**src/rtl/boot_mode_pkg.sv**
```systemverilog
package boot_mode_pkg;

    localparam int ADDR_W = 16;
    localparam logic [ADDR_W-1:0] SELF_CHECK_BASE = 16'h3F00;

    typedef enum logic {
        MODE_USER       = 1'b0,
        MODE_SELF_CHECK = 1'b1
    } op_mode_e;

    typedef enum logic [1:0] {
        ST_HELD   = 2'd0,
        ST_WINDOW = 2'd1,
        ST_RUN    = 2'd2
    } sel_state_e;

    // bundle of raw pins carried through the synchroniser together
    typedef struct packed {
        logic rel_n;
        logic hv_flag;
        logic strap;
    } pin_sample_t;

    localparam int PIN_W = $bits(pin_sample_t);

    function automatic logic [ADDR_W-1:0] pick_vector(
        input op_mode_e          m,
        input logic [ADDR_W-1:0] base,
        input logic [ADDR_W-1:0] uv
    );
        return (m == MODE_SELF_CHECK) ? base : uv;
    endfunction

endpackage

```
**src/rtl/boot_pin_sync.sv**
```systemverilog
module boot_pin_sync #(
    parameter int W      = 3,
    parameter int STAGES = 2
) (
    input  logic         clk,
    input  logic         rst,
    input  logic [W-1:0] d,
    output logic [W-1:0] q
);

    logic [W-1:0] chain [STAGES];

    generate
        for (genvar s = 0; s < STAGES; s++) begin : g_stage
            if (s == 0) begin : g_first
                always_ff @(posedge clk) begin
                    if (rst) chain[s] <= '0;
                    else     chain[s] <= d;
                end
            end else begin : g_next
                always_ff @(posedge clk) begin
                    if (rst) chain[s] <= '0;
                    else     chain[s] <= chain[s-1];
                end
            end
        end
    endgenerate

    assign q = chain[STAGES-1];

endmodule

```
**src/rtl/boot_window_fsm.sv**
```systemverilog
module boot_window_fsm
    import boot_mode_pkg::*;
#(
    parameter int WINDOW_CYCLES = 2
) (
    input  logic     clk,
    input  logic     rst,
    input  logic     rel_s,
    input  logic     hv_s,
    input  logic     strap_s,
    output op_mode_e mode,
    output logic     pins_free
);

    localparam int CNT_W = $clog2(WINDOW_CYCLES + 1);
    localparam logic [CNT_W-1:0] LAST = CNT_W'(WINDOW_CYCLES - 1);

    sel_state_e       state;
    logic [CNT_W-1:0] cnt;
    logic             acc;
    logic             sample;

    assign sample = hv_s & strap_s;

    always_ff @(posedge clk) begin
        if (rst || !rel_s) begin
            state     <= ST_HELD;
            cnt       <= '0;
            acc       <= 1'b0;
            mode      <= MODE_USER;
            pins_free <= 1'b0;
        end else begin
            case (state)
                ST_HELD: begin
                    acc   <= sample;
                    cnt   <= CNT_W'(1);
                    state <= ST_WINDOW;
                end
                ST_WINDOW: begin
                    if (cnt == LAST) begin
                        mode      <= op_mode_e'(acc & sample);
                        pins_free <= 1'b1;
                        state     <= ST_RUN;
                    end else begin
                        acc <= acc & sample;
                        cnt <= cnt + CNT_W'(1);
                    end
                end
                default: begin
                    state <= ST_RUN;
                end
            endcase
        end
    end

endmodule

```
**src/rtl/boot_vector_mux.sv**
```systemverilog
module boot_vector_mux
    import boot_mode_pkg::*;
#(
    parameter int                AW   = ADDR_W,
    parameter logic [AW-1:0]     BASE = SELF_CHECK_BASE
) (
    input  op_mode_e      mode,
    input  logic [AW-1:0] user_vec,
    output logic [AW-1:0] addr
);

    always_comb begin
        addr = pick_vector(mode, BASE, user_vec);
    end

endmodule

```
**src/rtl/boot_mode_selector.sv**
```systemverilog
module boot_mode_selector
    import boot_mode_pkg::*;
#(
    parameter int                  SYNC_STAGES   = 2,
    parameter int                  WINDOW_CYCLES = 2,
    parameter logic [ADDR_W-1:0]   CHECK_BASE    = SELF_CHECK_BASE
) (
    input  logic              clk,
    input  logic              rst,
    input  logic              ext_reset_n,
    input  logic              hv_detect,
    input  logic              strap_pin,
    input  logic [ADDR_W-1:0] user_vector,
    output logic              self_check,
    output logic [ADDR_W-1:0] start_addr,
    output logic              pins_released
);

    pin_sample_t raw_pins;
    pin_sample_t sync_pins;
    logic        rel_s;
    logic        hv_s;
    logic        strap_s;
    op_mode_e    mode;

    always_comb begin
        raw_pins.rel_n   = ext_reset_n;
        raw_pins.hv_flag = hv_detect;
        raw_pins.strap   = strap_pin;
    end

    boot_pin_sync #(
        .W      (PIN_W),
        .STAGES (SYNC_STAGES)
    ) u_sync (
        .clk (clk),
        .rst (rst),
        .d   (raw_pins),
        .q   (sync_pins)
    );

    assign rel_s   = sync_pins.rel_n;
    assign hv_s    = sync_pins.hv_flag;
    assign strap_s = sync_pins.strap;

    boot_window_fsm #(
        .WINDOW_CYCLES (WINDOW_CYCLES)
    ) u_fsm (
        .clk       (clk),
        .rst       (rst),
        .rel_s     (rel_s),
        .hv_s      (hv_s),
        .strap_s   (strap_s),
        .mode      (mode),
        .pins_free (pins_released)
    );

    boot_vector_mux #(
        .AW   (ADDR_W),
        .BASE (CHECK_BASE)
    ) u_vec (
        .mode     (mode),
        .user_vec (user_vector),
        .addr     (start_addr)
    );

    assign self_check = (mode == MODE_SELF_CHECK);

endmodule

```
**config.mk**
```make
export PLATFORM = sky130hd
export DESIGN_NAME = boot_mode_selector
export DESIGN_NICKNAME = d
export VERILOG_FILES = /design/src/rtl/boot_mode_pkg.sv /design/src/rtl/boot_pin_sync.sv /design/src/rtl/boot_window_fsm.sv /design/src/rtl/boot_vector_mux.sv /design/src/rtl/boot_mode_selector.sv
export SDC_FILE = /design/constraint.sdc
export NUM_CORES = 1
export LEC_CHECK = 0
export ABC_AREA = 1
export CORE_AREA = 2 2 39 41
export CTS_CLUSTER_SIZE = 12
export DETAILED_ROUTE_END_ITERATION = 16
export DIE_AREA = 0 0 41 43
export DONT_BUFFER_PORTS = 1
export PLACE_DENSITY_LB_ADDON = 0.15
export SETUP_SLACK_MARGIN = 0.05
export SYNTH_ARGS = -nofsm -noshare
export SYNTH_HDL_FRONTEND = slang
export SYNTH_HIERARCHICAL = 1
export SYNTH_SLANG_ARGS = --single-unit
```
**constraint.sdc**
```tcl
create_clock -name clk -period 0.9 [get_ports clk]
set_input_delay 0.045 -clock clk [delete_from_list [all_inputs] [get_ports clk]]
set_output_delay 0.045 -clock clk [all_outputs]
set_load 0.02 [all_outputs]
```
==> flow_metrics.env <==
export IMPL_cp_arrival_ns=1.00
export IMPL_num_nets_final=133
export IMPL_num_rows=14
export IMPL_firstDrtPassIters=4
export IMPL_area_growth_synth_to_final_pct=55.9
export IMPL_die_w_um=41
export IMPL_wl_per_cell_um=10.6
export IMPL_cts_htree_levels=1
export IMPL_crit_slowest_cell="dfxtp_4"
export IMPL_avgSynthCellArea_um2=6.36
export IMPL_cap_violations=0
export IMPL_grt_util_all_layers_pct=16.7
export IMPL_fin_cells=126
export IMPL_cts_buffer_depth=2
export IMPL_layout_common_cells="inv_1, nand2_1, nor2_1, nor2_4, dfxtp_1"
export IMPL_fin_util_pct=67.4
export IMPL_power_density_nw_per_um2=1220
export IMPL_first_global_vias=510
export IMPL_cts_tree="built"
export IMPL_status="finished, violations left"
export IMPL_ys_warnings_count=6
export IMPL_grt_max_degree=8
export IMPL_first_iter_violations=6
export IMPL_grt_first_pass_wirelength_um=1850
export IMPL_route_detailed_drc=0
export IMPL_place_gp_congestion=0.770
export IMPL_worst_pin_slew_ns=0.277
export IMPL_path_cells="buf_12 -> nor2_4 -> buf_6"
export IMPL_detail_route_antenna_nets=0
export IMPL_slew_viol_final=0
export IMPL_hold_viol_final=0
export IMPL_end_kind="output port"
export IMPL_startpoint_type="flip-flop"
export IMPL_clk_latency_ns=0.27
export IMPL_cts_inserted_buffers=3
export IMPL_antenna_found_initial=0
export IMPL_fin_skew_ns=0.00153
export IMPL_detailed_place_hpwl_um=788
export IMPL_max_stage_delay_ns=0.38
export IMPL_ir_drop_mv=0.782
export IMPL_synth_area_um2=598
export IMPL_clockRootBuffer="clkbuf_4"
export IMPL_required_ns=0.85
export IMPL_viasPerCell=4.58
export IMPL_setup_viol=20
export IMPL_violations="negative setup slack"
export IMPL_drive_above_1_share_pct=33.6
export IMPL_drt_wl_total_um=1340
export IMPL_leakage_nw=0.470
export IMPL_dieArea_um2=1760
export IMPL_critPathMaxFanout=6
export IMPL_fin_crit_ns=1.04
export IMPL_design_area_um2=932
export IMPL_setup_tns_ns=-1.91
export IMPL_criticalPathCategory="flip-flop to output port"
export IMPL_dp_cells=116
export IMPL_coreArea_um2=1380
export IMPL_antenna_cells=0
export IMPL_relSlewSlack_pct=81.5
export IMPL_fin_ws_ns=-0.143
export IMPL_portBuffers=0
export IMPL_io_pins=39
export IMPL_ys_seq_elements=13
export IMPL_rsz0062_at_grt="yes"
export IMPL_clk_pin_slew_ns=0.08
export IMPL_start_util_pct=43.2
export IMPL_hp_class="input pin to flip-flop"
export IMPL_num_vias=577
export IMPL_fmax_mhz=959
export IMPL_dpl_cell_area_um2=704
export IMPL_ys_seq_area_share_pct=43.5
export IMPL_die_h_um=43
export IMPL_post_route_period_util_pct=116
export IMPL_synth_nets=116
export IMPL_synthCells=94
export IMPL_dp_slack_ns=-0.0516
export IMPL_overflow=0
export IMPL_netlist_cell_type_count=12
export IMPL_final_common_cell="inv_1"
export IMPL_clock_sinks=13
==> layer usage <==
| layer | routed length, um | global-route usage [%] |
|---|---|---|
| met4 | 27 | 14.0 |
| met3 | 116 | 1.57 |
| met2 | 783 | 34.4 |
| met1 | 411 | 10.3 |
| met5 | 0 | 0 |
==> Yosys cell counts, drive strengths merged <==
| master | n | share of area [%] |
|---|---|---|
| a21oi | 2 | 1.7 |
| buf | 1 | 1.9 |
| dfxtp | 13 | 44 |
| ha | 1 | 2.1 |
| inv | 31 | 19 |
| nand2 | 17 | 12 |
| nand3 | 2 | 1.7 |
| nor2 | 25 | 16 |
| o21ai | 1 | 0.84 |
| o21bai | 1 | 1.3 |
==> critical path, delay by kind of cell, from the launching register on <==
family	cells	cell delay (ns)
and+or+nand+nor	1	0.08
buffers and inverters	2	0.27
DFF	1	0.38
==> sequential cells by signal (all words and copies together), names as in the netlist <==
| register | count |
|---|---|
| u_sync/chain | 6 |
| u_fsm/pins_free | 1 |
| u_fsm/mode | 1 |
| u_fsm/cnt | 2 |
| u_fsm/state | 2 |
| u_fsm/acc | 1 |
==> cells by family after synthesis <==
group | after synthesis | share of synthesized area, %
AO/OA/AOI/OAI | 4 | 3.77
adder cells (fa/ha/maj) | 1 | 2.09
buffers and inverters | 32 | 21.3
flip-flops | 13 | 43.5
AND/OR/NAND/NOR | 44 | 29.3
==> per-stage QoR <==
step | hold slack (ns) | power [W]
final | 0.0668 | 0.00113
after global routing | 0.0721 | 0.00120
after CTS | 0.0420 | 0.00114
after detailed placement | 0.119 | 0.000734
after global placement | 0.117 | 0.000733
after floorplan | 0.116 | 0.000713
==> repair_timing <==
| action | in CTS | in global routing |
|---|---|---|
| cloned | 1 | 0 |
| setup endpoints to repair | 22 | 23 |
| gates resized for setup | 29 | 3 |
| hold buffers | 4 | 0 |
| hold endpoints to repair | 6 | 0 |
| pin swaps | 12 | 2 |
| setup buffers | 1 | 0 |
==> where the power goes <==
group / internal, W / total, W / switching, W / leakage, nW
sequential: 0.000587 / 0.000596 / 0.00000895 / 0.108
clock: 0.000172 / 0.000360 / 0.000188 / 0.0150
combinational: 0.0000705 / 0.000179 / 0.000108 / 0.347
total: 0.000829 / 0.00113 / 0.000305 / 0.470
==> layout make-up <==
type                            instances  area [um^2]
Inverter                               31          119
Timing Repair Buffer                   13          159
Sequential cell                        13          267
Tap cell                               16         20.0
Fill cell                             115          452
Multi-Input combinational cell         49          342
Clock buffer                            4         26.3
==> path summary, 6_finish.rpt <==
path	from	to	slack (ns)	depth (start not counted)
max	u_fsm/mode	start_addr[5]	-0.14	3
min	rst	u_fsm/state[1]	0.07	3
max reg2reg	u_fsm/cnt[1]	u_fsm/cnt[0]	-0.06	6
min reg2reg	u_sync/chain[0][1]	u_sync/chain[1][1]	0.41	2
No activity file was read; power rests on OpenSTA's default activity.
